[src/rtl/adma_pkg.sv]
package adma_pkg;
  localparam logic [7:0] OFF_CAP   = 8'h04;
  localparam logic [7:0] OFF_CTRL  = 8'h10;
  localparam logic [7:0] OFF_STS   = 8'h14;
  localparam logic [7:0] OFF_FSMUL = 8'h18;
  localparam logic [7:0] OFF_PCFG  = 8'h1C;
  localparam logic [7:0] OFF_ADRLO = 8'h20;
  localparam logic [7:0] OFF_ADRHI = 8'h24;
  localparam logic [7:0] OFF_POS   = 8'h28;
  localparam logic [7:0] OFF_BPC   = 8'h44;

  typedef struct packed {
    logic [3:0] chans;
    logic [2:0] width;
    logic       tout_ie;
    logic       ioc_ie;
    logic       srst;
    logic       en;
  } ctrl_t;

  typedef struct packed {
    logic [3:0]  periods;
    logic [15:0] pbytes;
  } pcfg_t;

  function automatic logic [2:0] width_bytes(input logic [2:0] code);
    case (code)
      3'd0:    width_bytes = 3'd1;
      3'd1:    width_bytes = 3'd2;
      default: width_bytes = 3'd4;
    endcase
  endfunction
endpackage

[src/rtl/adma_regs.sv]
module adma_regs
  import adma_pkg::*;
#(
  parameter int RST_CYCLES = 8,
  localparam int CW = $clog2(RST_CYCLES + 1)
) (
  input  logic        clk_i,
  input  logic        rst_ni,
  input  logic        wr_i,
  input  logic [7:0]  off_i,
  input  logic [31:0] wdata_i,
  input  logic        tick_i,
  output ctrl_t       ctrl_o,
  output pcfg_t       pcfg_o,
  output logic        done_o,
  output logic [31:0] fsmul_o,
  output logic [31:0] adrlo_o,
  output logic [31:0] adrhi_o,
  output logic [31:0] bpc_o
);
  ctrl_t   ctrl_q;
  pcfg_t   pcfg_q;
  logic    done_q;
  logic [CW-1:0] cnt_q;
  logic    wr_ctrl, wr_sts;

  assign wr_ctrl = wr_i && (off_i == OFF_CTRL);
  assign wr_sts  = wr_i && (off_i == OFF_STS);

  always_ff @(posedge clk_i or negedge rst_ni) begin
    if (!rst_ni) begin
      ctrl_q  <= '0;
      pcfg_q  <= '0;
      done_q  <= 1'b0;
      cnt_q   <= '0;
      fsmul_o <= '0;
      adrlo_o <= '0;
      adrhi_o <= '0;
      bpc_o   <= '0;
    end else begin
      if (wr_ctrl) begin
        ctrl_q.en      <= wdata_i[0] & ~wdata_i[1];
        ctrl_q.ioc_ie  <= wdata_i[13];
        ctrl_q.tout_ie <= wdata_i[14];
        ctrl_q.chans   <= wdata_i[22:19];
        if (!ctrl_q.en) ctrl_q.width <= wdata_i[18:16];
        if (wdata_i[1]) begin
          ctrl_q.srst <= 1'b1;
          cnt_q       <= CW'(RST_CYCLES - 1);
        end
      end
      if (wr_i && off_i == OFF_PCFG && !ctrl_q.en) begin
        pcfg_q.periods <= wdata_i[19:16];
        pcfg_q.pbytes  <= wdata_i[15:0];
      end
      if (wr_i && off_i == OFF_FSMUL) fsmul_o <= wdata_i;
      if (wr_i && off_i == OFF_ADRLO) adrlo_o <= wdata_i;
      if (wr_i && off_i == OFF_ADRHI) adrhi_o <= wdata_i;
      if (wr_i && off_i == OFF_BPC)   bpc_o   <= wdata_i;
      // set wins over a same-cycle clear
      if (tick_i)                       done_q <= 1'b1;
      else if (wr_sts && wdata_i[31])   done_q <= 1'b0;
      if (ctrl_q.srst) begin
        ctrl_q.en <= 1'b0;
        done_q    <= 1'b0;
        if (cnt_q == '0) ctrl_q.srst <= 1'b0;
        else             cnt_q       <= cnt_q - 1'b1;
      end
    end
  end

  assign ctrl_o = ctrl_q;
  assign pcfg_o = pcfg_q;
  assign done_o = done_q;


  srst_blocks_en_chk: assert property (@(posedge clk_i) disable iff (!rst_ni)
    ctrl_q.srst |-> !ctrl_q.en);

  done_from_tick_chk: assert property (@(posedge clk_i) disable iff (!rst_ni)
    $rose(done_q) |-> $past(tick_i));

  done_sticky_chk: assert property (@(posedge clk_i) disable iff (!rst_ni)
    (done_q && !wr_sts && !ctrl_q.srst) |=> done_q);

  width_lock_chk: assert property (@(posedge clk_i) disable iff (!rst_ni)
    $past(ctrl_q.en) |-> $stable(ctrl_q.width));
endmodule

[src/rtl/adma_pos.sv]
module adma_pos
  import adma_pkg::*;
#(
  parameter int POS_W = 20
) (
  input  logic             clk_i,
  input  logic             rst_ni,
  input  logic             clr_i,
  input  logic             step_i,
  input  logic [2:0]       bps_i,
  input  pcfg_t            pcfg_i,
  output logic [POS_W-1:0] pos_o,
  output logic             tick_o
);
  logic [15:0]      poff_q;
  logic [3:0]       pidx_q;
  logic [POS_W-1:0] pos_q;
  logic [16:0]      poff_nx;
  logic             end_p, last_p;

  assign poff_nx = {1'b0, poff_q} + 17'(bps_i);
  assign end_p   = poff_nx >= {1'b0, pcfg_i.pbytes};
  assign last_p  = ({1'b0, pidx_q} + 5'd1) >= {1'b0, pcfg_i.periods};
  assign tick_o  = step_i && !clr_i && end_p;

  always_ff @(posedge clk_i or negedge rst_ni) begin
    if (!rst_ni) begin
      poff_q <= '0;
      pidx_q <= '0;
      pos_q  <= '0;
    end else if (clr_i) begin
      poff_q <= '0;
      pidx_q <= '0;
      pos_q  <= '0;
    end else if (step_i) begin
      if (end_p) begin
        poff_q <= '0;
        if (last_p) begin
          pidx_q <= '0;
          pos_q  <= '0;
        end else begin
          pidx_q <= pidx_q + 4'd1;
          pos_q  <= pos_q + POS_W'(bps_i);
        end
      end else begin
        poff_q <= poff_nx[15:0];
        pos_q  <= pos_q + POS_W'(bps_i);
      end
    end
  end

  assign pos_o = pos_q;


  pos_hold_chk: assert property (@(posedge clk_i) disable iff (!rst_ni)
    (!step_i && !clr_i) |=> $stable(pos_q));

  pos_clear_chk: assert property (@(posedge clk_i) disable iff (!rst_ni)
    clr_i |=> (pos_q == '0));
endmodule

[src/rtl/adma_rdmux.sv]
module adma_rdmux
  import adma_pkg::*;
#(
  parameter int POS_W = 20
) (
  input  logic             hit_i,
  input  logic [7:0]       off_i,
  input  logic [31:0]      cap_i,
  input  ctrl_t            ctrl_i,
  input  logic             done_i,
  input  logic             chsts_i,
  input  logic [31:0]      fsmul_i,
  input  pcfg_t            pcfg_i,
  input  logic [31:0]      adrlo_i,
  input  logic [31:0]      adrhi_i,
  input  logic [POS_W-1:0] pos_i,
  input  logic [31:0]      bpc_i,
  output logic [31:0]      rdata_o
);
  always_comb begin
    rdata_o = '0;
    if (hit_i) begin
      case (off_i)
        OFF_CAP:   rdata_o = cap_i;
        OFF_CTRL:  rdata_o = {9'b0, ctrl_i.chans, ctrl_i.width, 1'b0,
                              ctrl_i.tout_ie, ctrl_i.ioc_ie, 11'b0,
                              ctrl_i.srst, ctrl_i.en};
        OFF_STS:   rdata_o = {done_i, 1'b0, chsts_i, 29'b0};
        OFF_FSMUL: rdata_o = fsmul_i;
        OFF_PCFG:  rdata_o = {12'b0, pcfg_i.periods, pcfg_i.pbytes};
        OFF_ADRLO: rdata_o = adrlo_i;
        OFF_ADRHI: rdata_o = adrhi_i;
        OFF_POS:   rdata_o = 32'(pos_i);
        OFF_BPC:   rdata_o = bpc_i;
        default:   rdata_o = '0;
      endcase
    end
  end
endmodule

[src/rtl/adma_stream_regs.sv]
module adma_stream_regs
  import adma_pkg::*;
#(
  parameter int          ADDR_W     = 12,
  parameter int          POS_W      = 20,
  parameter int          RST_CYCLES = 8,
  parameter int          BANK_SEL   = 0,
  parameter bit          HAS_RD     = 1'b1,
  parameter bit          HAS_WR     = 1'b0,
  parameter logic [3:0]  MAXCH_RD   = 4'd2,
  parameter logic [3:0]  MAXCH_WR   = 4'd0,
  parameter logic [1:0]  MODE_RD    = 2'd2,
  parameter logic [1:0]  MODE_WR    = 2'd0,
  parameter bit          NONINT_RD  = 1'b0,
  parameter bit          NONINT_WR  = 1'b0
) (
  input  logic              clk_i,
  input  logic              rst_ni,
  input  logic              wr_i,
  input  logic [ADDR_W-1:0] addr_i,
  input  logic [31:0]       wdata_i,
  output logic [31:0]       rdata_o,
  input  logic              xfer_i,
  input  logic              chsts_vld_i,
  output logic              irq_o
);
  localparam logic [31:0] CAP = {HAS_WR, MODE_WR, NONINT_WR, MAXCH_WR, 8'b0,
                                 HAS_RD, MODE_RD, NONINT_RD, MAXCH_RD, 8'b0};

  logic        hit;
  logic [7:0]  off;
  ctrl_t       ctrl;
  pcfg_t       pcfg;
  logic        done, tick, step;
  logic [31:0] fsmul, adrlo, adrhi, bpc;
  logic [POS_W-1:0] pos;

  assign hit  = (addr_i[ADDR_W-1:8] == (ADDR_W-8)'(BANK_SEL));
  assign off  = addr_i[7:0];
  assign step = xfer_i && ctrl.en && !ctrl.srst;

  adma_regs #(.RST_CYCLES(RST_CYCLES)) u_regs (
    .clk_i, .rst_ni, .wr_i(wr_i && hit), .off_i(off), .wdata_i,
    .tick_i(tick), .ctrl_o(ctrl), .pcfg_o(pcfg), .done_o(done),
    .fsmul_o(fsmul), .adrlo_o(adrlo), .adrhi_o(adrhi), .bpc_o(bpc)
  );

  adma_pos #(.POS_W(POS_W)) u_pos (
    .clk_i, .rst_ni, .clr_i(ctrl.srst), .step_i(step),
    .bps_i(width_bytes(ctrl.width)), .pcfg_i(pcfg), .pos_o(pos), .tick_o(tick)
  );

  adma_rdmux #(.POS_W(POS_W)) u_rd (
    .hit_i(hit), .off_i(off), .cap_i(CAP), .ctrl_i(ctrl), .done_i(done),
    .chsts_i(chsts_vld_i), .fsmul_i(fsmul), .pcfg_i(pcfg), .adrlo_i(adrlo),
    .adrhi_i(adrhi), .pos_i(pos), .bpc_i(bpc), .rdata_o(rdata_o)
  );

  assign irq_o = done && ctrl.ioc_ie;


  irq_needs_done_chk: assert property (@(posedge clk_i) disable iff (!rst_ni)
    irq_o |-> (rdata_o[31] || off != OFF_STS || !hit));
endmodule

[config.mk]
export PLATFORM = sky130hd
export DESIGN_NAME = adma_stream_regs
export DESIGN_NICKNAME = d
export VERILOG_FILES = /design/src/rtl/adma_pkg.sv /design/src/rtl/adma_regs.sv /design/src/rtl/adma_pos.sv /design/src/rtl/adma_rdmux.sv /design/src/rtl/adma_stream_regs.sv
export SDC_FILE = /design/constraint.sdc
export NUM_CORES = 1
export LEC_CHECK = 0
export ABC_AREA = 1
export CAP_MARGIN = 20
export CORE_ASPECT_RATIO = 0.7
export CORE_UTILIZATION = 55
export CTS_BUF_LIST = sky130_fd_sc_hd__clkbuf_16
export CTS_CLUSTER_SIZE = 10
export DETAILED_ROUTE_END_ITERATION = 10
export DONT_BUFFER_PORTS = 1
export PLACE_DENSITY = 0.82
export SYNTH_ARGS = -nofsm -noshare
export SYNTH_HDL_FRONTEND = slang
export SYNTH_SLANG_ARGS = --single-unit
[constraint.sdc]
create_clock -name clk_i -period 3.6 [get_ports clk_i]
set_clock_uncertainty 0.2 [all_clocks]
set_input_delay 0.54 -clock clk_i [delete_from_list [all_inputs] [get_ports clk_i]]
set_output_delay 0.54 -clock clk_i [all_outputs]
set_load 0.02 [all_outputs]
==> out/qor.txt, run 1 <==
DR iter-0 viols: 1211
post-synthesis register bit count: 204
Initial Util: 0.569
Sw Pwr: 0.000978 W
main combinational cell family by area after synthesis: simple AND/OR/NAND/NOR gates
core area: 18200 sq um
CTS tree: yes
f_max: 269 MHz
Max Cap Violations: 0
internal cell power: 0.00351 W
TNS Setup: -1.77 ns
Hold WS: -0.483 ns
share of cells above drive strength 1: 0.109
Sw Share: 0.218
EDFF count, synth: 0
CP Launch Point: u_regs.ctrl_o[5]
antenna violations before repair: 0
Seq/Total Area, Yosys: 0.492
asr flop ratio synth: 1.00
final net count: 1432
Mapped Area: 10400 sq um
Clock transition at path regs: 0.06 ns
TritonCTS Sinks: 204
Req. time, crit path: 3.81 ns
post-route ant nets: 0
clock latency at the later pin of the worst-skew pair: 0.52 ns
Reg power frac: 0.514
via count: 9415
dominant cells by area after synthesis: dfrtp_1, nand2_1, o21ai_0, inv_1, ha_1
CTS Buf Count: 24
most used flip-flop cell after synthesis: dfrtp_1
die extent in x: 166 microns
Synth Area in Adders: 0.0376
Setup CP Type: flip-flop to flip-flop
Area Growth Syn to Fin: 14.5%
Critical Path AT: 3.92 ns
crit path time final: 3.71 ns
Diodes inserted: 0
status: finished, violations left
simple-gate share of the synthesized area: 0.225
top cell type's share of synthesized area: 0.492
Mapped Cells: 1305
number of global-route vias before repair: 9046
IO buf count: 0
part of the cycle the worst path needs: 1.03
largest net degree at the start of global routing: 205
grt ovf: 0
combinational fraction of design power: 0.022
crit-path max FO: 10
post-layout total power: 0.00449 W
peak supply drop: 0.351 mV
top-count cell post-synth: nand2_1
final wirelength: 29200 microns
met1 Use GR: 0.431
RSZ-0062 raised after global routing: yes
leak pwr: 5.86 nW
Critical Path Sink Type: flip-flop
TritonRoute pass-1 iters: 9
failing checks: DRC, hold timing, setup timing
dpl hpwl: 19100 microns
post-synth net total: 1384
Clk pwr share: 0.463
origin of the critical flop-to-flop path: u_regs.ctrl_o[5]
I/O pin cnt: 82
clock buffer depth: 3
actual slew at the worst max-slew pin: 0.640 ns
root buffer cell: clkbuf_16
Max-slew headroom: 0.572
CP Launch Type: flip-flop
Synth top cells by count: nand2_1, dfrtp_1, o21ai_0
post-synthesis xor/xnor area fraction: 0.0228
GRT Util Overall: 0.306
htree depth: 1
first-pass GRT wire length: 46800 microns
yosys warns: 0
die area: 19400 sq um
Reg2Reg Setup Slack: -0.11 ns
Mean Syn Cell Area: 7.95 sq um
Synth Area in Compound Gates: 0.148
PD cells: 378 nW/um^2
Die Y: 117 microns
Hold Violations, Final: 204
GP Congestion: 0.913
Vias/cell: 5.92
cell row count: 41
Post-Route Utilization: 0.652
DR WL/cell: 18.4 microns
setup ws final: -0.113 ns
GR met3 Demand/Resource: 0.0659
Synth cell types: 39
worst hold path class: primary input to asynchronous set/reset pin
largest area contributor in the netlist: dfrtp_1
Final Max Slew Viols: 0
drt drc: 3
mux contribution to synthesized area: 0
Post-Place Setup Slack: -0.173 ns
grt met2 use: 0.478
busiest grt layer: met2
final setup fails: 38
-- power by group through the flow --
stage | combinational [W] | clock (W) | sequential, W
finish | 0.000101 | 0.00208 | 0.00231
global route | 0.000109 | 0.00218 | 0.00231
CTS | 0.0000823 | 0.00209 | 0.00231
detailed placement | 0.0000810 | 0 | 0.00235
global placement | 0.0000789 | 0 | 0.00235
floorplan | 0.0000521 | 0 | 0.00235
-- per-stage QoR --
step / instance area [sq um] / std cells
after floorplan: 10400 / 1305
after global routing: 11900 / 1590
after detailed placement: 11000 / 1552
final: 11900 / 1590
after CTS: 11700 / 1584
after global placement: 11000 / 1552
-- sequential cells by signal, indices dropped and copies added, names as in the netlist, 11 cells and up --
name            count
u_regs.adrhi_o     32
u_regs.adrlo_o     32
u_regs.bpc_o       32
u_regs.fsmul_o     32
u_pos.pos_o        20
u_regs.pcfg_o      20
u_pos.poff_q       16
u_regs.ctrl_o      11
-- per-layer routing --
layer | up-vias | wire length, microns
met3 | 71 | 2900
met1 | 4478 | 12700
met2 | 527 | 12700
met5 | - | 0
met4 | 0 | 873
li1 | 4339 | -
-- cell type report --
class                      instances  area (sq um)
fill                            1493          6340
timing repair buffer              80           673
inverter                         142           533
sequential                       204          5100
multi-input combinational        901          4630
clock inverter                     3          27.5
tap                              236           295
clock buffer                      24           601
-- placed cells by master (no fill, tap or decap), types with 5 or more instances in the layout --
master	count
nand4_1	15
nor2_1	40
nor3_1	11
a22o_1	5
nand3_1	55
nor2_2	5
nor2_4	5
a21oi_1	40
nand2_1	412
o21ai_0	177
dfrtp_1	204
o22ai_1	6
buf_4	75
ha_1	26
xor2_1	24
a221oi_1	16
nand2_2	12
inv_1	135
clkbuf_16	26
a41oi_1	10
-- critical path: stages (launching register included) --
cell and delay [ns]:
dfrtp_1 0.39, or2_4 0.30, nor2_4 0.14, ha_4 0.16
fa_2 0.21, nand2_2 0.06, nand2_2 0.07, nand2_2 0.08
nor2_4 0.17, nand3_2 0.13, xor2_1 0.17, ha_1 0.35
nand2_1 0.10, nor3_2 0.15, inv_1 0.07, nor2_1 0.10
nand3_1 0.15, nand3_4 0.18, nand2_4 0.10, clkbuf_16 0.19
nand3_1 0.08, nand2_1 0.06
-- path summary, 6_finish.rpt --
check                                endpoint  cells past startpoint
max                           u_pos.pos_o[10]                     21
min in group clk_i           u_regs.bpc_o[27]                      2
max in group asynchronous  u_regs.fsmul_o[25]                      0
min                        u_regs.adrlo_o[20]                      0
max reg2reg                   u_pos.pos_o[10]                     21
min reg2reg                 u_regs.pcfg_o[13]                      2
-- repair_timing --
action,4_1_cts,5_1_grt
gates cloned,0,2
hold endpoints to repair,204,204
setup endpoints to repair,41,41
buffers inserted,5,4
gates resized for setup,10,21
pin swaps,3,9
-- kinds of logic after synthesis --
| logic type | after synthesis |
|---|---|
| buffers and inverters | 200 |
| and+or+nand+nor | 571 |
| AOI/OAI and AO/OA | 273 |
| xor gates and xnor gates | 27 |
| adders and majority gates | 30 |
| DFF | 204 |
No activity file was read; power rests on OpenSTA's default activity.
==> run 2, diff against run 1 <==
--- a/config.mk
+++ b/config.mk
@@ -5,7 +5,6 @@
 export SDC_FILE = /design/constraint.sdc
 export NUM_CORES = 1
 export LEC_CHECK = 0
-export ABC_AREA = 1
 export CAP_MARGIN = 20
 export CORE_ASPECT_RATIO = 0.7
 export CORE_UTILIZATION = 55
==> out/qor.txt, run 2 <==
asr flop ratio synth: 1.00 (unchanged)
largest net degree at the start of global routing: 205 (unchanged)
part of the cycle the worst path needs: 1.12 (was 1.03)
CTS tree: yes (unchanged)
Crit path largest cell delay: 0.40 ns (was 0.39 ns)
Post-Place Cells: 1216 (was 1552)
final wirelength: 30100 microns (was 29200 microns)
first-pass GRT wire length: 47100 microns (was 46800 microns)
critical path depth in cells: 18 (was 21)
crit-path max FO: 5 (was 10)
share of cells above drive strength 1: 0.253 (was 0.109)
Setup CP Type: flip-flop to flip-flop (unchanged)
die extent in x: 167 microns (was 166 microns)
Top delay family on crit path: simple AND/OR/NAND/NOR gates (unchanged)
IO buf count: 0 (unchanged)
origin of the critical flop-to-flop path: u_regs.ctrl_o[6] (was u_regs.ctrl_o[5])
Hold Violations, Final: 204 (unchanged)
actual slew at the worst max-slew pin: 0.829 ns (was 0.640 ns)
largest area contributor in the netlist: dfrtp_1 (unchanged)
RSZ-0062 raised after global routing: yes (unchanged)
Synth cell types: 67 (was 39)
yosys warns: 0 (unchanged)
root buffer cell: clkbuf_16 (unchanged)
Post-Place Setup Slack: -0.375 ns (was -0.173 ns)
Die Y: 117 microns (about the same)
Buf+Inv Stages, Crit Path: 2 (unchanged)
Max Cap Violations: 0 (unchanged)
EDFF count, synth: 0 (unchanged)
Clock transition at path regs: 0.06 ns (about the same)
TritonCTS Sinks: 204 (unchanged)
CP endpoint: u_pos.pos_o[13] (was u_pos.pos_o[10])
dpl hpwl: 18800 microns (was 19100 microns)
htree depth: 1 (unchanged)
f_max: 249 MHz (was 269 MHz)
setup ws final: -0.421 ns (was -0.113 ns)
Diodes inserted: 0 (unchanged)
Seq/Total Area, Yosys: 0.489 (was 0.492)
crit-path cells: or2_4 -> nor2_4 -> ha_4 -> fa_2 -> a21o_1 -> and3_4 -> buf_6 -> nand3_2 -> xnor2_2 -> ha_1 -> a21oi_2 -> o21bai_1 -> a221oi_2 -> a21boi_2 -> buf_4 -> nand2b_4 -> or3_4 -> a31oi_2 (was or2_4 -> nor2_4 -> ha_4 -> fa_2 -> nand2_2 -> nand2_2 -> nand2_2 -> nor2_4 -> nand3_2 -> xor2_1 -> ha_1 -> nand2_1 -> nor3_2 -> inv_1 -> nor2_1 -> nand3_1 -> nand3_4 -> nand2_4 -> clkbuf_16 -> nand3_1 -> nand2_1)
Final Non-Filler Cells: 1293 (was 1590)
PD cells: 357 nW/um^2 (was 378 nW/um^2)
top cell type's share of synthesized area: 0.489 (was 0.492)
post-synth net total: 1032 (was 1384)
final net count: 1135 (was 1432)
failing checks: hold timing, setup timing (was DRC, hold timing, setup timing)
post-route ant nets: 0 (unchanged)
Critical Path Sink Type: flip-flop (unchanged)
CP Launch Type: flip-flop (unchanged)
GP Congestion: 0.950 (was 0.913)
DR WL/cell: 23.3 microns (was 18.4 microns)
Area Growth Syn to Fin: 20.3% (was 14.5%)
Critical Path AT: 4.26 ns (was 3.92 ns)
I/O pin cnt: 82 (unchanged)
R2R cell count: 18 (was 21)
clock latency at the later pin of the worst-skew pair: 0.52 ns (about the same)
CP Launch Point: u_regs.ctrl_o[6] (was u_regs.ctrl_o[5])
Req. time, crit path: 3.84 ns (was 3.81 ns)
core area: 18300 sq um (was 18200 sq um)
GRT Util Overall: 0.308 (was 0.306)
TritonRoute pass-1 iters: 6 (was 9)
Final Max Slew Viols: 0 (unchanged)
crit path time final: 4.02 ns (was 3.71 ns)
drt drc: 0 (was 3)
peak supply drop: 0.377 mV (was 0.351 mV)
Synth top cells by count: dfrtp_1, nand2_1, mux2_1 (was nand2_1, dfrtp_1, o21ai_0)
Slowest cell on crit path: or3_4 (was dfrtp_1)
Mapped Area: 10400 sq um (about the same)
via count: 8524 (was 9415)
dominant cells by area after synthesis: dfrtp_1, mux2_1, mux2_2, nand2_1, ha_1 (was dfrtp_1, nand2_1, o21ai_0, inv_1, ha_1)
post-layout total power: 0.00449 W (about the same)
post-synthesis register bit count: 204 (unchanged)
Reg2Reg Setup Slack: -0.42 ns (was -0.11 ns)
grt ovf: 0 (unchanged)
leak pwr: 6.03 nW (was 5.86 nW)
worst hold path class: primary input to asynchronous set/reset pin (unchanged)
Mapped Cells: 953 (was 1305)
final setup fails: 41 (was 38)
top-count cell post-synth: dfrtp_1 (was nand2_1)
cell row count: 41 (unchanged)
clock buffer depth: 3 (unchanged)
Vias/cell: 6.59 (was 5.92)
Initial Util: 0.571 (was 0.569)
Filler Cells Inserted: 1247 (was 1493)
Hold WS: -0.486 ns (was -0.483 ns)
Max-slew headroom: 0.448 (was 0.572)
CTS Buf Count: 24 (unchanged)
antenna violations before repair: 0 (unchanged)
Post-Route Utilization: 0.687 (was 0.652)
number of global-route vias before repair: 8451 (was 9046)
status: finished, violations left (unchanged)
DR iter-0 viols: 874 (was 1211)
most frequent cells in the layout: dfrtp_1, buf_4, nand2_1 (was nand2_1, dfrtp_1, o21ai_0)
Mean Syn Cell Area: 11.0 sq um (was 7.95 sq um)
Worst R2R End: u_pos.pos_o[13] (was u_pos.pos_o[10])
most used flip-flop cell after synthesis: dfrtp_1 (unchanged)
commonest non-fill, non-tap cell in the layout: dfrtp_1 (was nand2_1)
die area: 19600 sq um (was 19400 sq um)
## run 2: cell count changes after synthesis, moves of 26 or more
cell,change
a222oi_1,+28
a22oi_1,+26
clkbuf_1,-26
inv_1,-104
mux2_1,+76
mux2_2,+60
nand2_1,-325
nand3_1,-34
o21ai_0,-158
## run 2: per-stage QoR
step | instance area [sq um] | TNS (ns)
6_report | 12600 | -10.27
5_1_grt | 12600 | -17.03
4_1_cts | 12300 | -5.09
3_5_place_dp | 11200 | -9.68
3_3_place_gp | 11200 | -4.46
2_1_floorplan | 10500 | -0.488
## run 2: metal layers
metal / vias to the layer above / global-route usage / share of wire / routed length (microns)
li1: 3722 / - / - / -
met1: 4255 / 0.439 / 0.42 / 12800
met2: 479 / 0.466 / 0.45 / 13500
met3: 68 / 0.0665 / 0.10 / 3050
met4: 0 / 0.105 / 0.027 / 817
met5: - / 0.0102 / 0 / 0
## run 2: where the power goes
group | leakage, nW | internal [W] | switching (W) | total [W]
registers | 2.76 | 0.00230 | 0.00000634 | 0.00231
logic | 2.97 | 0.0000484 | 0.0000525 | 0.000101
clock network | 0.308 | 0.00118 | 0.000903 | 0.00208
total | 6.03 | 0.00353 | 0.000962 | 0.00449
## run 2: area by class of cell
type	instances	area (sq um)	share of cell area
inverters	32	120	0.00955
well taps	236	295	0.0235
repair buffers	140	1210	0.0963
clock buffers	24	601	0.0478
multi-input cells	654	5210	0.415
flip-flops and latches	204	5100	0.406
clock inverters	3	27.5	0.00219
## run 2: repair_timing
action                                  CTS  global route
hold buffers                             32             1
pin swaps                                11            22
hold endpoints to repair                360           205
setup buffers                            10             7
resized for setup                        18            36
endpoints found under the setup margin   41            41
## run 2: worst min-delay path by stage
stage,slack (ns),endpoint,cells past startpoint
finish,-0.49,u_regs.bpc_o[26],0
global route,-0.50,u_regs.adrlo_o[28],0
CTS,-0.49,u_regs.adrlo_o[25],0
detailed placement,0.05,u_regs.bpc_o[26],0
global placement,0.05,u_regs.bpc_o[26],0
floorplan,0.04,u_pos.pidx_q[0],0
## run 2: logic make-up (layout without fill, tap and decap cells)
kind of cell               Yosys count  in the layout  synth area share
and+or+nand+nor                    236            236             0.112
AOI/OAI and AO/OA                  228            228             0.151
muxes                              139            139             0.149
buffers and inverters               95            199            0.0435
adders and majority gates           30             30            0.0374
DFF                                204            204             0.489
xor gates and xnor gates            21             21            0.0176
==> run 3, diff against run 2 <==
--- a/config.mk
+++ b/config.mk
@@ -7,6 +7,7 @@
 export LEC_CHECK = 0
 export CAP_MARGIN = 20
 export CORE_ASPECT_RATIO = 0.7
+export CORE_MARGIN = 8
 export CORE_UTILIZATION = 55
 export CTS_BUF_LIST = sky130_fd_sc_hd__clkbuf_16
 export CTS_CLUSTER_SIZE = 10
==> out/qor.txt, run 3 (synthesized netlist as in run 2, its figures left out) <==
status: finished, violations left (unchanged)
failing checks: hold timing, setup timing (unchanged)
root buffer cell: clkbuf_16 (unchanged)
GRT Util Overall: 0.244 (was 0.308)
final net count: 1140 (was 1135)
Hold WS: -0.468 ns (was -0.486 ns)
Max Cap Violations: 0 (unchanged)
Critical Path Sink Type: flip-flop (unchanged)
Vias/cell: 6.63 (was 6.59)
origin of the critical flop-to-flop path: u_regs.ctrl_o[5] (was u_regs.ctrl_o[6])
Die Y: 131 microns (was 117 microns)
Critical Path AT: 4.41 ns (was 4.26 ns)
CTS Buf Count: 24 (unchanged)
Worst R2R End: u_pos.pos_o[15] (was u_pos.pos_o[13])
Filler Cells Inserted: 1247 (unchanged)
crit path time final: 4.23 ns (was 4.02 ns)
die extent in x: 181 microns (was 167 microns)
Post-Route Utilization: 0.685 (was 0.687)
antenna violations before repair: 2 (was 0)
die area: 23700 sq um (was 19600 sq um)
CP Launch Type: flip-flop (unchanged)
final wirelength: 30900 microns (was 30100 microns)
part of the cycle the worst path needs: 1.17 (was 1.12)
worst hold path class: primary input to asynchronous set/reset pin (unchanged)
first-pass GRT wire length: 46900 microns (was 47100 microns)
TNS Setup: -21.11 ns (was -10.27 ns)
Hold Violations, Final: 204 (unchanged)
Setup CP Type: flip-flop to flip-flop (unchanged)
IO buf count: 0 (unchanged)
clock buffer depth: 3 (unchanged)
setup ws final: -0.629 ns (was -0.421 ns)
largest net degree at the start of global routing: 205 (unchanged)
PD cells: 350 nW/um^2 (was 357 nW/um^2)
Final Max Slew Viols: 0 (unchanged)
DR iter-0 viols: 1222 (was 874)
R2R cell count: 20 (was 18)
most frequent cells in the layout: dfrtp_1, nand2_1, buf_4 (was dfrtp_1, buf_4, nand2_1)
actual slew at the worst max-slew pin: 0.776 ns (was 0.829 ns)
post-route ant nets: 0 (unchanged)
leak pwr: 6.12 nW (was 6.03 nW)
Initial Util: 0.557 (was 0.571)
htree depth: 1 (unchanged)
TritonRoute pass-1 iters: 5 (was 6)
Req. time, crit path: 3.78 ns (was 3.84 ns)
clock latency at the later pin of the worst-skew pair: 0.52 ns (about the same)
GP Congestion: 0.912 (was 0.950)
peak supply drop: 0.402 mV (was 0.377 mV)
DR WL/cell: 23.6 microns (was 23.3 microns)
Area Growth Syn to Fin: 23.1% (was 20.3%)
Max-slew headroom: 0.483 (was 0.448)
final setup fails: 41 (unchanged)
drt drc: 0 (unchanged)
CTS tree: yes (unchanged)
RSZ-0062 raised after global routing: yes (unchanged)
via count: 8654 (was 8524)
core area: 18800 sq um (was 18300 sq um)
Post-Place Setup Slack: -0.371 ns (was -0.375 ns)
cell row count: 42 (was 41)
Reg2Reg Setup Slack: -0.63 ns (was -0.42 ns)
Clock transition at path regs: 0.06 ns (about the same)
dpl hpwl: 19000 microns (was 18800 microns)
grt ovf: 0 (unchanged)
crit-path max FO: 8 (was 5)
share of cells above drive strength 1: 0.271 (was 0.253)
Design Area, Final: 12900 sq um (was 12600 sq um)
TritonCTS Sinks: 204 (unchanged)
f_max: 236 MHz (was 249 MHz)
commonest non-fill, non-tap cell in the layout: dfrtp_1 (unchanged)
number of global-route vias before repair: 8429 (was 8451)
I/O pin cnt: 82 (unchanged)
placed cell areas: 11200 sq um (about the same)
## run 3: cell type report
type	instances	area (sq um)	share of cell area
multi-input combinational	654	5340	0.415
sequential	204	5100	0.397
timing repair buffer	145	1360	0.105
clock buffer	25	626	0.0486
tap	242	303	0.0235
inverter	32	120	0.00934
clock inverter	2	11.3	0.000876
antenna	1	2.50	0.000195
## run 3: how the worst max path moves through the flow
stage	end	slack, ns	start	depth (start not counted)
floorplan	u_pos.pos_o[17]	-0.12	u_regs.ctrl_o[5]	18
global placement	u_pos.pidx_q[1]	-0.21	u_regs.ctrl_o[5]	16
detailed placement	u_pos.pos_o[17]	-0.37	u_regs.ctrl_o[5]	16
CTS	u_pos.pos_o[4]	-0.25	u_regs.ctrl_o[6]	18
global route	u_pos.pos_o[15]	-0.75	u_regs.ctrl_o[5]	20
finish	u_pos.pos_o[15]	-0.63	u_regs.ctrl_o[5]	20
## run 3: where the power goes
group / internal (W) / total, W / switching, W
Sequential: 0.00230 / 0.00231 / 0.00000662
Combinational: 0.0000484 / 0.000101 / 0.0000529
Clock: 0.00121 / 0.00209 / 0.000878
Total: 0.00357 / 0.00451 / 0.000938
## run 3: stage by stage
stage          total power, W  cells  hold WS, ns
2_1_floorplan         0.00238    953       0.0444
3_3_place_gp          0.00239   1217       0.0507
3_5_place_dp          0.00239   1217       0.0505
4_1_cts               0.00451   1293       -0.484
5_1_grt               0.00463   1305       -0.485
6_report              0.00451   1305       -0.468
## run 3: per-layer routing
layer / track usage / routed length (microns) / up-vias
li1: - / - / 3726
met5: 0 / 12 / -
met1: 0.339 / 12700 / 4358
met3: 0.0680 / 3200 / 85
met4: 0.0650 / 890 / 2
met2: 0.370 / 14000 / 483
## run 3: worst max-delay path, stage by stage (launching register included)
cell      delay (ns)
dfrtp_1         0.38
or2_4           0.29
nor2_4          0.14
ha_4            0.15
fa_2            0.21
a21o_1          0.15
and3_4          0.23
nand4_1         0.15
xnor2_2         0.19
ha_1            0.30
nand4_1         0.16
buf_4           0.19
buf_6           0.10
o21bai_1        0.20
a221oi_2        0.07
a21boi_2        0.25
buf_6           0.16
nor2b_4         0.05
buf_8           0.15
a221oi_2        0.26
a21oi_1         0.10
## run 3: repair_timing
item / in CTS / in global routing
endpoints found under the hold margin: 360 / 205
resized for setup: 44 / 57
hold buffers: 32 / 1
pin swaps: 23 / 36
buffers inserted: 17 / 12
endpoints found under the setup margin: 41 / 41
gates cloned: 1 / 1
